File: config.mk
export PLATFORM = sky130hd
export DESIGN_NAME = lar_route_unit
export DESIGN_NICKNAME = d
export VERILOG_FILES = /design/src/rtl/lar_pkg.sv /design/src/rtl/lar_hop_step.sv /design/src/rtl/lar_xy_decide.sv /design/src/rtl/lar_route_unit.sv
export SDC_FILE = /design/constraint.sdc
export NUM_CORES = 1
export LEC_CHECK = 0
export ABC_AREA = 1
export BUFFER_PORTS_ARGS = -buffer_cell sky130_fd_sc_hd__buf_2
export CAP_MARGIN = 20
export CORE_UTILIZATION = 42
export DETAILED_ROUTE_END_ITERATION = 12
export PLACE_DENSITY = 0.86
export REMOVE_ABC_BUFFERS = 1
export SYNTH_ARGS = -nofsm -noshare
export SYNTH_HDL_FRONTEND = slang
export SYNTH_SLANG_ARGS = --single-unit
File: constraint.sdc
create_clock -name vclk -period 5.1
set_input_delay 0.255 -clock vclk [all_inputs]
set_output_delay 0.255 -clock vclk [all_outputs]
set_load 0.02 [all_outputs]
File: src/rtl/lar_pkg.sv
package lar_pkg;
   typedef logic [2:0] hop_t;
   typedef logic [1:0] kind_t;

   localparam int KIND_W = 2;
   localparam int HOP_W  = 3;

   localparam hop_t HOP_LOCAL = 3'd0;
   localparam hop_t HOP_NORTH = 3'd1;
   localparam hop_t HOP_SOUTH = 3'd2;
   localparam hop_t HOP_EAST  = 3'd3;
   localparam hop_t HOP_WEST  = 3'd4;

   localparam kind_t KIND_OPEN  = 2'd0;
   localparam kind_t KIND_MID   = 2'd1;
   localparam kind_t KIND_CLOSE = 2'd2;
   localparam kind_t KIND_SOLO  = 2'd3;
endpackage

File: src/rtl/lar_hop_step.sv
module lar_hop_step
   import lar_pkg::*;
#(
   parameter int COORD_W  = 3,
   parameter bit NORTH_UP = 1'b1
) (
   input  logic [COORD_W-1:0] x_i,
   input  logic [COORD_W-1:0] y_i,
   input  hop_t               hop_i,
   output logic [COORD_W-1:0] nx_o,
   output logic [COORD_W-1:0] ny_o,
   output logic               move_o
);
   localparam logic [COORD_W-1:0] ONE = {{(COORD_W-1){1'b0}}, 1'b1};

   logic [COORD_W-1:0] y_north, y_south;

   generate
      if (NORTH_UP) begin : g_north_inc
         assign y_north = y_i + ONE;
         assign y_south = y_i - ONE;
      end else begin : g_north_dec
         assign y_north = y_i - ONE;
         assign y_south = y_i + ONE;
      end
   endgenerate

   always_comb begin
      nx_o   = x_i;
      ny_o   = y_i;
      move_o = 1'b1;
      case (hop_i)
         HOP_EAST:  nx_o = x_i + ONE;
         HOP_WEST:  nx_o = x_i - ONE;
         HOP_NORTH: ny_o = y_north;
         HOP_SOUTH: ny_o = y_south;
         default:   move_o = 1'b0;
      endcase
   end


   always_comb begin
      one_axis_chk: assert (!move_o || ((nx_o == x_i) != (ny_o == y_i)))
         else $error("step changed both or neither axis");
   end
endmodule

File: src/rtl/lar_xy_decide.sv
module lar_xy_decide
   import lar_pkg::*;
#(
   parameter int COORD_W  = 3,
   parameter bit NORTH_UP = 1'b1
) (
   input  logic [COORD_W-1:0] at_x_i,
   input  logic [COORD_W-1:0] at_y_i,
   input  logic [COORD_W-1:0] dst_x_i,
   input  logic [COORD_W-1:0] dst_y_i,
   output hop_t               hop_o
);
   logic x_done, y_done, go_east, y_above;

   assign x_done  = (at_x_i == dst_x_i);
   assign y_done  = (at_y_i == dst_y_i);
   assign go_east = (dst_x_i > at_x_i);
   assign y_above = (dst_y_i > at_y_i);

   always_comb begin
      if (!x_done)
         hop_o = go_east ? HOP_EAST : HOP_WEST;
      else if (!y_done)
         hop_o = (y_above == NORTH_UP) ? HOP_NORTH : HOP_SOUTH;
      else
         hop_o = HOP_LOCAL;
   end


   always_comb begin
      x_first_chk: assert (!(hop_o == HOP_NORTH || hop_o == HOP_SOUTH) || at_x_i == dst_x_i)
         else $error("Y move chosen before X resolved");
   end

   always_comb begin
      eject_chk: assert ((hop_o == HOP_LOCAL) == (at_x_i == dst_x_i && at_y_i == dst_y_i))
         else $error("eject decision mismatch");
   end
endmodule

File: src/rtl/lar_route_unit.sv
module lar_route_unit
   import lar_pkg::*;
#(
   parameter int COORD_W  = 3,
   parameter int PAY_W    = 16,
   parameter bit NORTH_UP = 1'b1,
   localparam int HOP_LO  = KIND_W,
   localparam int DX_LO   = HOP_LO + HOP_W,
   localparam int DY_LO   = DX_LO + COORD_W,
   localparam int PAY_LO  = DY_LO + COORD_W,
   localparam int FLIT_W  = PAY_LO + PAY_W
) (
   input  logic [FLIT_W-1:0]  flit_i,
   input  logic [COORD_W-1:0] here_x_i,
   input  logic [COORD_W-1:0] here_y_i,
   output logic [FLIT_W-1:0]  flit_o
);
   generate
      if (COORD_W < 1 || COORD_W > 16) begin : g_bad_coord
         $error("COORD_W out of range");
      end
      if (PAY_W < 1) begin : g_bad_pay
         $error("PAY_W must be positive");
      end
   endgenerate

   kind_t              kind;
   hop_t               cur_hop, next_hop;
   logic [COORD_W-1:0] dst_x, dst_y, nx, ny;
   logic               moves, opens;

   assign kind    = flit_i[HOP_LO-1:0];
   assign cur_hop = flit_i[DX_LO-1:HOP_LO];
   assign dst_x   = flit_i[DY_LO-1:DX_LO];
   assign dst_y   = flit_i[PAY_LO-1:DY_LO];
   assign opens   = (kind == KIND_OPEN) || (kind == KIND_SOLO);

   lar_hop_step #(.COORD_W(COORD_W), .NORTH_UP(NORTH_UP)) u_step (
      .x_i    (here_x_i),
      .y_i    (here_y_i),
      .hop_i  (cur_hop),
      .nx_o   (nx),
      .ny_o   (ny),
      .move_o (moves)
   );

   lar_xy_decide #(.COORD_W(COORD_W), .NORTH_UP(NORTH_UP)) u_decide (
      .at_x_i  (nx),
      .at_y_i  (ny),
      .dst_x_i (dst_x),
      .dst_y_i (dst_y),
      .hop_o   (next_hop)
   );

   always_comb begin
      flit_o = flit_i;
      if (opens && moves)
         flit_o[DX_LO-1:HOP_LO] = next_hop;
   end


   always_comb begin
      body_pass_chk: assert (opens || flit_o == flit_i)
         else $error("non-opening flit altered");
   end

   always_comb begin
      other_bits_chk: assert (flit_o[FLIT_W-1:DX_LO] == flit_i[FLIT_W-1:DX_LO]
                              && flit_o[HOP_LO-1:0] == flit_i[HOP_LO-1:0])
         else $error("bits outside hop field altered");
   end

   always_comb begin
      hop_legal_chk: assert (flit_o[DX_LO-1:HOP_LO] <= HOP_WEST || flit_o == flit_i)
         else $error("illegal hop code produced");
   end
endmodule

==> out/qor.txt <==
n_diodes: 0
DRC violations left: 0
met3 wire len: 193 µm
clkbuf count: 0
number of core rows: 13
final setup violation count: 0
P_leak: 0.416 nW
flip-flop and latch count: 0
io pins: 60
DP Area: 628 µm²
run status: completed
Power per Cell Area: 113 nW/µm²
CP max stage delay: 0.39 ns
FF+latch area: 0 µm²
Finished Core Util: 0.460
postcts setup bufs: 0
Seq/Total Area, Yosys: 0
1st-pass router iterations: 4
GR Util All Layers: 0.179
final worst slack: 2.56 ns
dpl cells: 126
Die H: 41.3 µm
first-pass GRT wire length: 2080 µm
WS Path Type: input port to output pin
Hold/Removal Path Class: input port to output pin
Worst VDD drop: 49.6 µV
Worst setup EP type: output pin
synthesized area: 649 µm²
Fin Setup TNS: 0 ns
met2 WL: 582 µm
number of port buffers: 28
DR top layer: met3
vias in the first global route: 515
Cell variety after synth: 19
cts-stage hold buffer count: 0
post-route cell area: 628 µm²
Final Power: 0.0710 mW
Final Slew Violations: 0
hold_ws: 0.510 ns
CP startpoint kind: input port
Nets: 154
routed vias/inst: 5.02
via total after detailed routing: 633
multi-input logic area: 405 µm²
# fillers: 171
period utilization: 0.498
full die area: 1710 µm²
DRT iter0 DRCs: 6
Die X: 41.3 µm
Post-DP HPWL: 1260 µm
Worst EP required: 4.85 ns
fraction of layout cells with a size suffix above 1: 0.333
CP max-delay cell: fa_1
Final Hold Violating Endpoints: 0
most frequent CP cell: nand2_1
Initial Util: 0.475
largest net degree at the start of global routing: 7
RePlAce Congestion: 0.805
Avg Cell Area, Syn: 6.07 µm²
initial antenna violation count: 0
crit-path max FO: 5
pre-CTS WS: 2.54 ns
final worst path period need: 2.54 ns
crit path DAT: 2.29 ns
cells after synthesis: 107
drt wl/cell: 10.8 µm
post-CTS sizing: 0
Worst-Margin Slew: 0.204 ns
Non-Filler Instances: 126
area grow syn2layout: -3.28%
Max-Cap Viols: 0
RSZ-0062 raised after global routing: false
Max transition margin: 0.863
worst-path cell chain: buf_2 > nor2_1 > nand2_4 > fa_1 > inv_1 > nand2_1 > nand2_1 > xor2_1 > ha_1 > a21oi_1 > nand2_1 > nand2_1 > nand2_1 > nand2_1 > nand2_1 > buf_2
Final ANT Viol Nets: 0
Routed WL: 1360 µm
Core ar.: 1370 µm²
GRT overflow: 0
Max Clk Rate: 394 MHz
met1 wire length: 584 µm
Syn. warnings: 0
layout make-up:
cell class / count / share of cell area
Timing Repair Buffer: 28 / 0.223
Inverter: 17 / 0.102
Tap cell: 15 / 0.0299
Multi-Input combinational cell: 66 / 0.645
power by group:
group,switching (mW),internal [mW]
Clock,0,0
Sequential,0,0
Combinational,0.0430,0.0280
Total,0.0430,0.0280
cells in the mapped netlist (2+ instances only):
master | number | area (µm²)
o21ai_2 | 2 | 17.5
fa_1 | 2 | 40.0
nand3_1 | 6 | 30.0
ha_1 | 6 | 75.1
nor2_1 | 7 | 26.3
xor2_1 | 3 | 26.3
nand2_1 | 27 | 101
nand4_1 | 2 | 12.5
inv_1 | 16 | 60.1
nand2_2 | 3 | 18.8
o21ai_0 | 2 | 10.0
buf_4 | 24 | 180
layer usage:
layer | up-vias | track usage
met2 | 36 | 0.273
li1 | 321 | -
met3 | 0 | 0.128
met1 | 276 | 0.206
met5 | - | 0.125
met4 | 0 | 0
critical path: cells and delay by family:
family | cells | cell delay (ns)
AO/OA/AOI/OAI | 1 | 0.17
XOR/XNOR | 1 | 0.17
adder cells (fa/ha/maj) | 2 | 0.67
buffers and inverters | 3 | 0.34
AND/OR/NAND/NOR | 9 | 0.68
worst paths after layout:
| path | from | end | slack, ns | depth (start not counted) |
|---|---|---|---|---|
| worst max-delay path | flit_i[2] | flit_o[3] | 2.56 | 16 |
| worst min-delay path | flit_i[15] | flit_o[15] | 0.51 | 0 |
cell usage in the layout, fill, tap and decap left out:
master    synthesis  routed
nand3_1           6       6
nand3_2           1       1
xor2_1            3       3
o21ai_2           2       2
nand3b_1          1       1
nand2_1          27      27
a21oi_1           1       1
inv_1            16      16
nor2_1            7       7
ha_1              6       6
o21ai_1           1       1
nand4_1           2       2
inv_2             1       1
o21ai_0           2       2
nand2_2           3       3
fa_1              2       2
a21oi_2           1       1
buf_2             0      28
nand2_4           1       1
cell families after synthesis:
logic type               Yosys count  share of synthesized area
XOR/XNOR                           3                     0.0405
AND/OR/NAND/NOR                   48                      0.335
AO/OA/AOI/OAI                      7                     0.0713
adder cells (fa/ha/maj)            8                      0.177
buffers and inverters             41                      0.376
(Power assumes the default switching activity.)
